### src/rtl/wdt_rp_pkg.sv
package wdt_rp_pkg;

  // Byte offsets of the word registers
  localparam int OFF_STATUS  = 'h00;
  localparam int OFF_RELOAD  = 'h04;
  localparam int OFF_RESTART = 'h08;
  localparam int OFF_CTRL    = 'h0C;
  localparam int OFF_TSTAT   = 'h10;
  localparam int OFF_TCLR    = 'h14;
  localparam int OFF_WIDTH   = 'h18;

  localparam logic [31:0] RESTART_KEY = 32'h0000_4755;

  // Key bytes in bits 31:24 of a pulse-width write
  localparam logic [7:0] KEY_POL_HIGH  = 8'hA5;
  localparam logic [7:0] KEY_POL_LOW   = 8'h5A;
  localparam logic [7:0] KEY_PUSH_PULL = 8'hA8;
  localparam logic [7:0] KEY_OPEN_DRN  = 8'h8A;

  localparam int CTRL_W       = 6;
  localparam int CB_EN        = 0;
  localparam int CB_SYS_RST   = 1;
  localparam int CB_IRQ       = 2;
  localparam int CB_EXT_RST   = 3;
  localparam int CB_CLK_SEL   = 4;
  localparam int CB_FULL_CHIP = 5;

  localparam int WB_POL = 31;
  localparam int WB_PP  = 30;

endpackage

### src/rtl/wdt_rp_regs.sv
module wdt_rp_regs
  import wdt_rp_pkg::*;
#(
  parameter int          ADDR_W     = 5,
  parameter int          CNT_W      = 32,
  parameter int          DUR_W      = 20,
  parameter logic [31:0] RELOAD_RST = 32'h03EF_1480,
  parameter logic [31:0] DUR_RST    = 32'h0000_00FF
) (
  input  logic               clk,
  input  logic               rst,
  input  logic               bus_wr,
  input  logic               bus_rd,
  input  logic [ADDR_W-1:0]  bus_addr,
  input  logic [31:0]        bus_wdata,
  input  logic [CNT_W-1:0]   cnt_val,
  output logic [31:0]        bus_rdata,
  output logic [CNT_W-1:0]   reload_q,
  output logic [CTRL_W-1:0]  ctrl_q,
  output logic               pol_q,
  output logic               pp_q,
  output logic [DUR_W-1:0]   dur_q,
  output logic               restart_hit
);

  localparam int WORD_W = ADDR_W - 2;

  logic [WORD_W-1:0] word_idx;
  logic              wr_reload, wr_ctrl, wr_width;
  logic [7:0]        key;
  logic [31:0]       rd_mux;

  assign word_idx  = bus_addr[ADDR_W-1:2];
  assign key       = bus_wdata[31:24];
  assign wr_reload = bus_wr && (word_idx == WORD_W'(OFF_RELOAD / 4));
  assign wr_ctrl   = bus_wr && (word_idx == WORD_W'(OFF_CTRL / 4));
  assign wr_width  = bus_wr && (word_idx == WORD_W'(OFF_WIDTH / 4));
  assign restart_hit = bus_wr && (word_idx == WORD_W'(OFF_RESTART / 4))
                       && (bus_wdata == RESTART_KEY);

  always_ff @(posedge clk) begin
    if (rst) begin
      reload_q <= CNT_W'(RELOAD_RST);
      ctrl_q   <= '0;
      pol_q    <= 1'b0;
      pp_q     <= 1'b0;
      dur_q    <= DUR_W'(DUR_RST);
    end else begin
      if (wr_reload) reload_q <= bus_wdata[CNT_W-1:0];
      if (wr_ctrl)   ctrl_q   <= bus_wdata[CTRL_W-1:0];
      if (wr_width) begin
        dur_q <= bus_wdata[DUR_W-1:0];
        case (key)
          KEY_POL_HIGH:  pol_q <= 1'b1;
          KEY_POL_LOW:   pol_q <= 1'b0;
          KEY_PUSH_PULL: pp_q  <= 1'b1;
          KEY_OPEN_DRN:  pp_q  <= 1'b0;
          default: ;
        endcase
      end
    end
  end

  always_comb begin
    rd_mux = '0;
    case (word_idx)
      WORD_W'(OFF_STATUS / 4): rd_mux = 32'(cnt_val);
      WORD_W'(OFF_RELOAD / 4): rd_mux = 32'(reload_q);
      WORD_W'(OFF_CTRL / 4):   rd_mux = 32'(ctrl_q);
      WORD_W'(OFF_WIDTH / 4): begin
        rd_mux[WB_POL]      = pol_q;
        rd_mux[WB_PP]       = pp_q;
        rd_mux[DUR_W-1:0]   = dur_q;
      end
      default: rd_mux = '0;
    endcase
  end

  always_ff @(posedge clk) begin
    if (rst)         bus_rdata <= '0;
    else if (bus_rd) bus_rdata <= rd_mux;
  end

endmodule

### src/rtl/wdt_rp_counter.sv
module wdt_rp_counter #(
  parameter int          CNT_W      = 32,
  parameter logic [31:0] RELOAD_RST = 32'h03EF_1480
) (
  input  logic             clk,
  input  logic             rst,
  input  logic             tick_en,
  input  logic             enable,
  input  logic             restart,
  input  logic [CNT_W-1:0] reload,
  output logic [CNT_W-1:0] cnt_q,
  output logic             expire
);

  logic counted;

  assign counted = enable && tick_en && !restart;
  assign expire  = counted && (cnt_q <= CNT_W'(1));

  always_ff @(posedge clk) begin
    if (rst)                    cnt_q <= CNT_W'(RELOAD_RST);
    else if (restart || expire) cnt_q <= reload;
    else if (counted)           cnt_q <= cnt_q - CNT_W'(1);
  end

endmodule

### src/rtl/wdt_rp_pulse.sv
module wdt_rp_pulse #(
  parameter int DUR_W = 20
) (
  input  logic             clk,
  input  logic             rst,
  input  logic             fire,
  input  logic [DUR_W-1:0] dur,
  input  logic             pol,
  input  logic             pp,
  output logic             ext_o,
  output logic             ext_oe
);

  logic [DUR_W-1:0] rem_q;
  logic [DUR_W-1:0] load_len;
  logic             act_n;

  assign load_len = (dur == '0) ? DUR_W'(1) : dur;
  assign act_n    = fire || (rem_q > DUR_W'(1));

  always_ff @(posedge clk) begin
    if (rst) begin
      rem_q  <= '0;
      ext_o  <= 1'b0;
      ext_oe <= 1'b0;
    end else begin
      if (fire)              rem_q <= load_len;
      else if (rem_q != '0)  rem_q <= rem_q - DUR_W'(1);
      ext_o  <= pp ? (act_n ? pol : ~pol) : pol;
      ext_oe <= pp | act_n;
    end
  end

endmodule

### src/rtl/watchdog_rstpulse.sv
module watchdog_rstpulse
  import wdt_rp_pkg::*;
#(
  parameter int          ADDR_W     = 5,
  parameter int          CNT_W      = 32,
  parameter int          DUR_W      = 20,
  parameter logic [31:0] RELOAD_RST = 32'h03EF_1480,
  parameter logic [31:0] DUR_RST    = 32'h0000_00FF
) (
  input  logic              clk,
  input  logic              rst,
  input  logic              tick_en,
  input  logic              bus_wr,
  input  logic              bus_rd,
  input  logic [ADDR_W-1:0] bus_addr,
  input  logic [31:0]       bus_wdata,
  output logic [31:0]       bus_rdata,
  output logic              sys_rst_req,
  output logic              irq,
  output logic              ext_rst_o,
  output logic              ext_rst_oe
);

  logic [CNT_W-1:0]  cnt_q;
  logic [CNT_W-1:0]  reload_q;
  logic [CTRL_W-1:0] ctrl_q;
  logic              pol_q, pp_q;
  logic [DUR_W-1:0]  dur_q;
  logic              restart_hit;
  logic              expire;

  wdt_rp_regs #(
    .ADDR_W(ADDR_W), .CNT_W(CNT_W), .DUR_W(DUR_W),
    .RELOAD_RST(RELOAD_RST), .DUR_RST(DUR_RST)
  ) i_regs (
    .clk(clk), .rst(rst), .bus_wr(bus_wr), .bus_rd(bus_rd),
    .bus_addr(bus_addr), .bus_wdata(bus_wdata), .cnt_val(cnt_q),
    .bus_rdata(bus_rdata), .reload_q(reload_q), .ctrl_q(ctrl_q),
    .pol_q(pol_q), .pp_q(pp_q), .dur_q(dur_q), .restart_hit(restart_hit)
  );

  wdt_rp_counter #(.CNT_W(CNT_W), .RELOAD_RST(RELOAD_RST)) i_cnt (
    .clk(clk), .rst(rst), .tick_en(tick_en), .enable(ctrl_q[CB_EN]),
    .restart(restart_hit), .reload(reload_q), .cnt_q(cnt_q), .expire(expire)
  );

  wdt_rp_pulse #(.DUR_W(DUR_W)) i_pulse (
    .clk(clk), .rst(rst), .fire(expire && ctrl_q[CB_EXT_RST]),
    .dur(dur_q), .pol(pol_q), .pp(pp_q),
    .ext_o(ext_rst_o), .ext_oe(ext_rst_oe)
  );

  always_ff @(posedge clk) begin
    if (rst) begin
      sys_rst_req <= 1'b0;
      irq         <= 1'b0;
    end else begin
      sys_rst_req <= expire && ctrl_q[CB_SYS_RST];
      irq         <= expire && ctrl_q[CB_IRQ];
    end
  end

endmodule

### config.mk
export PLATFORM = sky130hd
export DESIGN_NAME = watchdog_rstpulse
export DESIGN_NICKNAME = d
export VERILOG_FILES = /design/src/rtl/wdt_rp_pkg.sv /design/src/rtl/wdt_rp_regs.sv /design/src/rtl/wdt_rp_counter.sv /design/src/rtl/wdt_rp_pulse.sv /design/src/rtl/watchdog_rstpulse.sv
export SDC_FILE = /design/constraint.sdc
export NUM_CORES = 1
export LEC_CHECK = 0
export ABC_AREA = 1
export ABC_CLOCK_PERIOD_IN_PS = 3200
export BUFFER_PORTS_ARGS = -buffer_cell sky130_fd_sc_hd__buf_2
export CAP_MARGIN = 20
export CELL_PAD_IN_SITES_DETAIL_PLACEMENT = 1
export CELL_PAD_IN_SITES_GLOBAL_PLACEMENT = 1
export CORE_MARGIN = 2
export CORE_UTILIZATION = 42
export DETAILED_ROUTE_END_ITERATION = 16
export PLACE_DENSITY = 0.91
export SLEW_MARGIN = 0
export SYNTH_ARGS = -nofsm -noshare
export SYNTH_HDL_FRONTEND = slang
export SYNTH_HIERARCHICAL = 1
export SYNTH_SLANG_ARGS = --single-unit
export TNS_END_PERCENT = 5
### constraint.sdc
create_clock -name clk -period 3.2 [get_ports clk]
set_input_delay 0.64 -clock clk [delete_from_list [all_inputs] [get_ports clk]]
set_output_delay 0.64 -clock clk [all_outputs]
set_load 0.01 [all_outputs]
* After elaboration in Yosys (flattened, before gate mapping)
Cells that the tools add are included.
W data, S select, Z words.
** Storage, ports and cells
- Bits in registers :: 148
- Input port bits :: 42
- Output and inout bits :: 36
- Word-level logic and storage cells :: 62
** Cells by class
- $add $sub $neg :: 2
- $lt $le $gt $ge :: 2
- Eq/ne operators :: 9
- Muxes and demuxes :: 12
- Bitwise logic cells :: 2
- Reduce and logical (&&, ||, !) cells :: 23
** Operator list (count)
- $pmux W20 S4 :: 1
- $mux W32 :: 2
- $mux W20 :: 3
- $eq A32 B15 Y1 const B :: 1
- $le A32 B1 Y1 const B :: 1
- $sub A32 B1 Y32 const B :: 1
- $eq A8 B8 Y1 const B :: 3
- $gt A20 B1 Y1 const B :: 1
- $logic_not A20 Y1 :: 1
- $pmux W10 S2 :: 1
- $reduce_bool A20 Y1 :: 1
- $sub A20 B1 Y20 const B :: 1
- $logic_and A1 B1 Y1 :: 11
- $eq A8 B7 Y1 const B :: 1
- $reduce_bool A2 Y1 :: 4
- $eq A3 B2 Y1 const B :: 2
- $pmux W2 S3 :: 1
- $pmux W1 S2 :: 2
- $reduce_and A2 Y1 :: 2
- $eq A3 B1 Y1 const B :: 1
- $eq A3 B3 Y1 const B :: 1
- $logic_not A3 Y1 :: 1
- $logic_or A1 B1 Y1 :: 2
- $mux W1 :: 2
- other kinds (3) :: 3

* Longest topological paths before layout
Gate-level depths: netlist of the first run.
- Word-level depth :: 10
- Gate-level depth with buffers :: 23
- Mapped depth without buffers :: 21

* Modules after synthesis
Netlist of the first run, hierarchy kept.
** Modules (own cells, without submodules)
- wdt_rp_regs :: times used 1, cells an instance 591, area an instance 4191.5 µm²
- wdt_rp_counter :: times used 1, cells an instance 440, area an instance 2580.0 µm²
- wdt_rp_pulse :: times used 1, cells an instance 283, area an instance 1649.1 µm²
- watchdog_rstpulse :: times used 1, cells an instance 8, area an instance 62.6 µm²

* Worst setup path before layout of the first run
No wires, ideal clock.
- Path type :: input port to flip-flop
- Start :: input port bus_wdata[24]
- End :: register i_pulse.rem_q[11]
- Setup time :: 115 ps
- Data arrival time :: 2738 ps
- Required time :: 3085 ps
- Slack :: 347 ps
- Cell stages on the path :: 19
- Path buffers :: 2
- Path through :: or2_2 > nor3b_1 > nand4_1 > nor2_1 > inv_4 > nand2_1 > nor3_1 > nand4_1 > nor4_1 > nand2_1 > inv_1 > buf_2 > inv_2 > nand2_1 > nor2_2 > nand4_2 > buf_6 > a21oi_1 > nor2_1
** Between the ends
- Longest elaborated chain between the ends :: 7
** RTL lines
- from (decl) :: RTL line watchdog_rstpulse.sv:16 : input logic [31:0] bus_wdata,
- $eq A32 B15 Y1 * :: RTL line wdt_rp_regs.sv:39 : && (bus_wdata == RESTART_KEY);
- $logic_and A1 B1 Y1 * :: RTL line wdt_rp_regs.sv:39
- net restart_hit :: RTL line watchdog_rstpulse.sv:29 : logic restart_hit;
- $logic_not A1 Y1 * :: RTL line wdt_rp_counter.sv:17 : assign counted = enable && tick_en && !restart;
- $logic_and A1 B1 Y1 * :: RTL line wdt_rp_counter.sv:17
- $logic_and A1 B1 Y1 * :: RTL line wdt_rp_counter.sv:18 : assign expire = counted && (cnt_q <= CNT_W'(1));
- net expire :: RTL line watchdog_rstpulse.sv:30 : logic expire;
- $logic_and A1 B1 Y1 * :: RTL line watchdog_rstpulse.sv:48 : .clk(clk), .rst(rst), .fire(expire && ctrl_q[CB_EXT_RST]),
- $mux W20 / $reduce_bool A2 Y1 (equally long branches)
- to (signal assigned) :: RTL line wdt_rp_pulse.sv:27 : if (fire) rem_q <= load_len;
- to (signal assigned) :: RTL line wdt_rp_pulse.sv:28 : else if (rem_q != '0) rem_q <= rem_q - DUR_W'(1);
- to (decl) :: RTL line wdt_rp_pulse.sv:14 : logic [DUR_W-1:0] rem_q;
The timed path passes the listed nets; every way through them passes the cells marked *.
A chain may end at the register's enable or synchronous reset.

* Final worst setup path of the first run
- Start :: input port bus_wdata[31]
- End :: register i_pulse.rem_q[7]
Same word-level chain as after synthesis.

==> results of run 1 <==
[power groups by stage]
stage	logic [mW]	clock network, mW	registers [mW]
5_1_grt	1.86	2.32	2.15
3_3_place_gp	1.51	0	2.16
6_report	1.69	2.22	2.13
4_1_cts	1.66	2.24	2.13
3_5_place_dp	1.59	0	2.16
2_1_floorplan	1.15	0	2.13
[flip-flops by register name, summed over array words and instances (netlist names)]
register          count
i_regs/bus_rdata     32
i_cnt/cnt_q          32
i_regs/pol_q          1
irq                   1
i_regs/reload_q      32
sys_rst_req           1
i_pulse/ext_oe        1
i_pulse/ext_o         1
i_regs/pp_q           1
i_pulse/rem_q        20
i_regs/ctrl_q         6
i_regs/dur_q         20
[critical path, stage by stage]
cell	delay, ns
buf_2	0.14
nor4_4	0.46
nand3_1	0.31
nor2_2	0.28
inv_4	0.04
nand2_1	0.08
nor3_1	0.05
nand4_1	0.13
nor4_4	0.08
nand2_1	0.12
inv_1	0.10
buf_4	0.16
nor3_1	0.31
nand2_2	0.22
nand4_1	0.14
inv_1	0.07
[through the flow]
| stage | worst slack [ns] | instance area [um^2] | total power [mW] | hold WS [ns] |
|---|---|---|---|---|
| floorplan | 0.347 | 8480 | 3.28 | 0.424 |
| global placement | -0.600 | 9150 | 3.67 | 0.433 |
| detailed placement | -0.616 | 9180 | 3.76 | 0.442 |
| CTS | 0.113 | 9830 | 6.03 | 0.446 |
| global route | 0.0503 | 9850 | 6.33 | 0.459 |
| finish | 0.196 | 9850 | 6.04 | 0.447 |
[worst paths after layout]
kind                                startpoint                                 to  slack (ns)  depth (start not counted)
max                              bus_wdata[31]      i_pulse/rem_q[7]$_SDFFE_PP0P_        0.20                         16
min                              bus_wdata[23]   i_regs/reload_q[23]$_SDFFE_PP1P_        0.45                          3
max reg2reg        i_cnt/cnt_q[0]$_SDFFE_PP0P_      i_pulse/rem_q[6]$_SDFFE_PP0P_        0.30                         14
min reg2reg  i_regs/bus_rdata[15]$_SDFFE_PP0P_  i_regs/bus_rdata[15]$_SDFFE_PP0P_        0.47                          2
[layout by cell type, fill, tap and decap left out, drive strengths merged, types with 4 or more instances in the layout]
cell / n
nand2: 434
o21ai: 72
nand4: 24
clkbuf: 19
xor2: 14
o211ai: 7
nand3: 133
dfxtp: 148
nor3: 7
bufinv: 4
xnor2: 11
clkinv: 6
o21bai: 5
a21oi: 80
inv: 132
buf: 121
nor2: 168
or2: 9
ha: 5
[layer usage]
layer | global-route usage | vias to the layer above | wire, um
met5 | 0 | - | 0
met2 | 0.507 | 350 | 15300
met4 | 0.0995 | 0 | 855
met1 | 0.370 | 4634 | 13300
li1 | - | 4356 | -
met3 | 0.0550 | 69 | 2140
[area by class of cell]
cell class,count,area (um^2)
clock buffer,19,443
clock inverter,13,195
fill,2682,9800
inverter,132,512
multi-input combinational,982,4670
sequential,148,2960
tap,265,332
timing repair buffer,121,741
[cells by family (layout without fill, tap and decap cells)]
logic type	Yosys count	in the layout	synth area share
simple gates	786	786	0.409
buf+inv	192	285	0.105
compound gates	166	166	0.104
flops	148	148	0.349
xor+xnor	25	25	0.0258
fa+ha+maj	5	5	0.00737
==> flow_metrics.py, run 1 <==
metrics = {
    "timing": {
        "final.setup.tns_ns": 0,
        "hold_viol": 0,
        "fin_crit_ns": 3.00,
        "drv_slew": 0,
        "max_freq_ghz": 0.333,
        "tightestPinTransition_ns": 1.00,
        "maxSlewHeadroom": 0.328,
        "finalSetupViolCount": 0,
        "fin_crit_sh": 0.939,
        "rsz0062_at_grt": "no",
        "fin_worst_skew_ns": 0.00933,
    },
    "clocking": {
        "cts_tree": "built",
        "cts_buffer_depth": 2,
        "post-cts-setup-buffers": 0,
        "clk_latency_ns": 0.44,
        "cts-root-buf": "clkbuf_16",
        "clkTransAtPathRegs_ns": 0.07,
        "post_cts_resized": 2,
        "cts_hold_buf": 0,
        "cts_max_level": 4,
        "clock-sinks": 148,
        "numCtsBuffers": 17,
    },
    "yosys": {
        "yosysMostFrequentCell": "nand2_1",
        "syn_nets": 1369,
        "synth_edf_count": 0,
        "ys_warn_count": 6,
        "synth_top_area_share": 0.349,
        "synthDistinctLibCells": 46,
        "syn_inst": 1322,
        "synth_area_um2": 8480,
        "ys_seq_area_frac": 0.349,
        "async_reset_ff_frac": 0,
        "synth-seq-cells": 148,
        "synth_top_area_cell": "dfxtp_1",
        "synth_area_leaders": "dfxtp_1 (35%), nand2_1 (19%), nand3_1 (7.8%)",
        "synth_top_cells_by_count": "nand2_1 (419), dfxtp_1 (148), nor2_1 (140)",
        "synth-main-ff-cell": "dfxtp_1",
        "avgSynthCellArea_um2": 6.42,
    },
    "routing": {
        "dr.pass1.iters": 5,
        "postRouteAntennaNets": 0,
        "drc": 0,
        "drt_iter0_drc": 675,
        "vias": 9409,
        "wl_per_cell_um": 18.8,
        "viasPerCell": 5.60,
        "wirelength_mm": 31.5,
    },
    "global_route": {
        "grt_max_degree": 45,
        "globalRouteOverflowTotal": 0,
        "grt_pass1_vias": 9469,
        "antenna_found_initial": 0,
        "grt_usage": 0.294,
        "grt_pass1_wl_mm": 50.4,
    },
    "layout": {
        "final_cells": 1680,
        "nets": 1449,
        "layout-drive-gt1-share": 0.157,
        "utilization": 0.501,
        "diodes": 0,
        "area_growth_pct": 16.1,
    },
    "floorplan": {
        "start_util": 0.432,
        "rows": 51,
        "die_area_um2": 21400,
        "io_pins": 78,
        "die_h_um": 146,
        "core-area_um2": 19700,
        "die_w_um": 146,
    },
    "placement": {
        "gp_congestion": 0.885,
        "port_buffers": 75,
        "placedCellCount": 1648,
        "hpwl_mm": 21.3,
    },
    "power": {
        "switchingPower_mw": 2.17,
        "seq_power_share": 0.353,
        "p_comb_frac": 0.280,
        "switching_share": 0.359,
        "clockPowerShare": 0.368,
        "power_density_nw_per_um2": 613,
        "p_leak_nw": 4.68,
        "ir_worst_vdd_mv": 0.348,
        "intPower_mw": 3.87,
    },
    "worst_setup_path": {
        "cp.arrival_ns": 3.33,
        "setup.worst_path.class": "primary input to register",
        "endpoint_kind": "register",
        "crit_path_max_fanout": 8,
        "crit_required_ns": 3.52,
        "start_kind": "primary input",
    },
    "status": {
        "status": "complete, no violations",
    },
    "run": {
        "maxCapViolCount": 0,
    },
    "worst_hold_path": {
        "min_path_type": "primary input to register",
    },
}
(Power assumes the default switching activity.)
==> run 2, diff against run 1 <==
--- a/config.mk
+++ b/config.mk
@@ -7,7 +7,7 @@
 export LEC_CHECK = 0
 export ABC_AREA = 1
 export ABC_CLOCK_PERIOD_IN_PS = 3200
-export BUFFER_PORTS_ARGS = -buffer_cell sky130_fd_sc_hd__buf_2
+export BUFFER_PORTS_ARGS = -buffer_cell sky130_fd_sc_hd__clkbuf_2
 export CAP_MARGIN = 20
 export CELL_PAD_IN_SITES_DETAIL_PLACEMENT = 1
 export CELL_PAD_IN_SITES_GLOBAL_PLACEMENT = 1
==> run 2 against run 1 <==
Net effect: combinational power is 4% lower; global-route usage shrank 0.63 points; die area did not move; first-iteration DRC count is 4.0% higher; final area is 1.5% lower; register-to-register slack gained 0.15 ns; largest cell class unchanged.
==> flow_metrics.py, run 2 (synthesized netlist as in run 1, its figures left out) <==
metrics = {
    "worst_setup_path": {
        "crit_path_max_fanout": 31,
        "crit_slowest_cell": "nor4_2",
        "cp_top_family": "simple AND/OR/NAND/NOR gates",
        "endpoint_kind": "register",
        "critical_path_buf_inv_count": 8,
        "cp.arrival_ns": 3.27,
        "crit_top_cell": "nand2_1",
        "max_stage_delay_ns": 0.31,
        "crit_required_ns": 3.52,
        "start_kind": "primary input",
        "setup.worst_path.class": "primary input to register",
        "worstPathCellList": "clkbuf_2, nand2_1, nor3_1, buf_4, nand3_1, nor2_1, buf_4, inv_4, nand2_1, nor3_1, nand4_1, nor4_2, nand2_1, inv_1, inv_2, buf_4, or2_2, nand2_1, inv_1, nand2_1, nor2_1",
    },
    "layout": {
        "fin_area_um2": 9700,
        "diodes": 0,
        "nets": 1442,
        "fillers": 2698,
        "top_regs": "i_cnt/cnt_q x32, i_regs/bus_rdata x32, i_regs/reload_q x32",
        "most-common-layout-cells": "nand2_1 (419), dfxtp_1 (148), nor2_1 (140)",
        "area_growth_pct": 14.4,
        "utilization": 0.494,
        "final_common_cell": "nand2_1",
        "final_cells": 1672,
        "layout-drive-gt1-share": 0.149,
    },
    "clocking": {
        "cts_tree": "built",
        "numCtsBuffers": 17,
        "post-cts-setup-buffers": 0,
        "cts_buffer_depth": 2,
        "cts_hold_buf": 0,
        "cts-root-buf": "clkbuf_16",
        "clkTransAtPathRegs_ns": 0.07,
        "clk_latency_ns": 0.43,
        "cts_max_level": 4,
        "clock-sinks": 148,
    },
    "timing": {
        "fin_crit_ns": 2.96,
        "final.setup.tns_ns": 0,
        "rsz0062_at_grt": "no",
        "setup_slack_ns": 0.244,
        "maxSlewHeadroom": 0.415,
        "hold_viol": 0,
        "max_freq_ghz": 0.338,
        "worst_hold_slack_ns": 0.446,
        "tightestPinTransition_ns": 0.876,
        "finalSetupViolCount": 0,
        "fin_crit_sh": 0.924,
        "drv_slew": 0,
        "fin_worst_skew_ns": 0.0105,
    },
    "floorplan": {
        "core-area_um2": 19700,
        "io_pins": 78,
        "die_w_um": 146,
        "start_util": 0.432,
        "die_h_um": 146,
        "die_area_um2": 21400,
        "rows": 51,
    },
    "placement": {
        "dp_slack_ns": -0.229,
        "gp_congestion": 0.887,
        "postPlaceCellArea_um2": 9120,
        "port_buffers": 75,
        "hpwl_mm": 21.6,
        "placedCellCount": 1641,
    },
    "global_route": {
        "antenna_found_initial": 0,
        "globalRouteOverflowTotal": 0,
        "grt_pass1_vias": 9596,
        "grt_max_degree": 45,
        "grt_usage": 0.288,
        "grt_pass1_wl_mm": 49.2,
    },
    "routing": {
        "dr.pass1.iters": 5,
        "wirelength_mm": 30.4,
        "wl_per_cell_um": 18.2,
        "postRouteAntennaNets": 0,
        "vias": 9208,
        "drc": 0,
        "viasPerCell": 5.51,
        "drt_iter0_drc": 702,
    },
    "power": {
        "switching_share": 0.359,
        "seq_power_share": 0.370,
        "intPower_mw": 3.70,
        "switchingPower_mw": 2.08,
        "power.total_mw": 5.78,
        "clockPowerShare": 0.349,
        "ir_worst_vdd_mv": 0.376,
        "p_leak_nw": 4.58,
        "power_density_nw_per_um2": 596,
        "p_comb_frac": 0.281,
    },
    "worst_hold_path": {
        "min_path_type": "primary input to register",
    },
    "status": {
        "status": "complete, no violations",
    },
    "run": {
        "maxCapViolCount": 0,
    },
}
## run 2: changes by cell type in the layout (fill, tap and decap cells not counted), sizes merged
cell      previous run  this run
buf                121        39
bufinv               4         2
clkbuf              19        96
clkinv               6         9
clkinvlp             3         2
inv                132       129
## run 2: timing repair
| item | CTS | global route |
|---|---|---|
| endpoints found under the setup margin | 0 | 13 |
| gates resized for setup | 0 | 1 |
| endpoints found under the hold margin | 0 | 0 |
## run 2: worst min-delay path, cell delays in order
cell and delay, ns:
clkbuf_2 0.09, nand2_1 0.06, nand3_1 0.06
## run 2: power groups by stage
| stage | combinational, mW | sequential, mW | clock [mW] |
|---|---|---|---|
| after detailed placement | 1.57 | 2.17 | 0 |
| after global routing | 1.83 | 2.15 | 2.12 |
| after floorplan | 1.15 | 2.13 | 0 |
| final | 1.63 | 2.14 | 2.02 |
| after global placement | 1.50 | 2.16 | 0 |
| after CTS | 1.62 | 2.13 | 2.03 |
## run 2: worst paths after layout
check | from | endpoint | slack [ns] | cells past startpoint
worst max-delay path | bus_wdata[6] | i_pulse/rem_q[17]$_SDFFE_PP0P_ | 0.24 | 21
worst min-delay path | bus_wdata[23] | i_regs/reload_q[23]$_SDFFE_PP1P_ | 0.45 | 3
worst max register to register | i_cnt/cnt_q[1]$_SDFFE_PP0P_ | i_pulse/rem_q[17]$_SDFFE_PP0P_ | 0.45 | 15
worst min register to register | i_regs/bus_rdata[19]$_SDFFE_PP0P_ | i_regs/bus_rdata[19]$_SDFFE_PP0P_ | 0.47 | 2
## run 2: final cells by class
class	count	area (um^2)	share of cell area
sequential	148	2960	0.305
timing repair buffer	114	681	0.0701
clock buffer	21	450	0.0464
inverter	132	512	0.0527
clock inverter	10	128	0.0132
tap	265	332	0.0342
multi-input combinational	982	4640	0.478
## run 2: per-layer routing
layer,vias up,global-route usage,wire length [um]
met5,-,0,0
met4,0,0.100,868
met3,68,0.0528,1810
met2,301,0.500,14700
met1,4500,0.358,13000
li1,4339,-,-
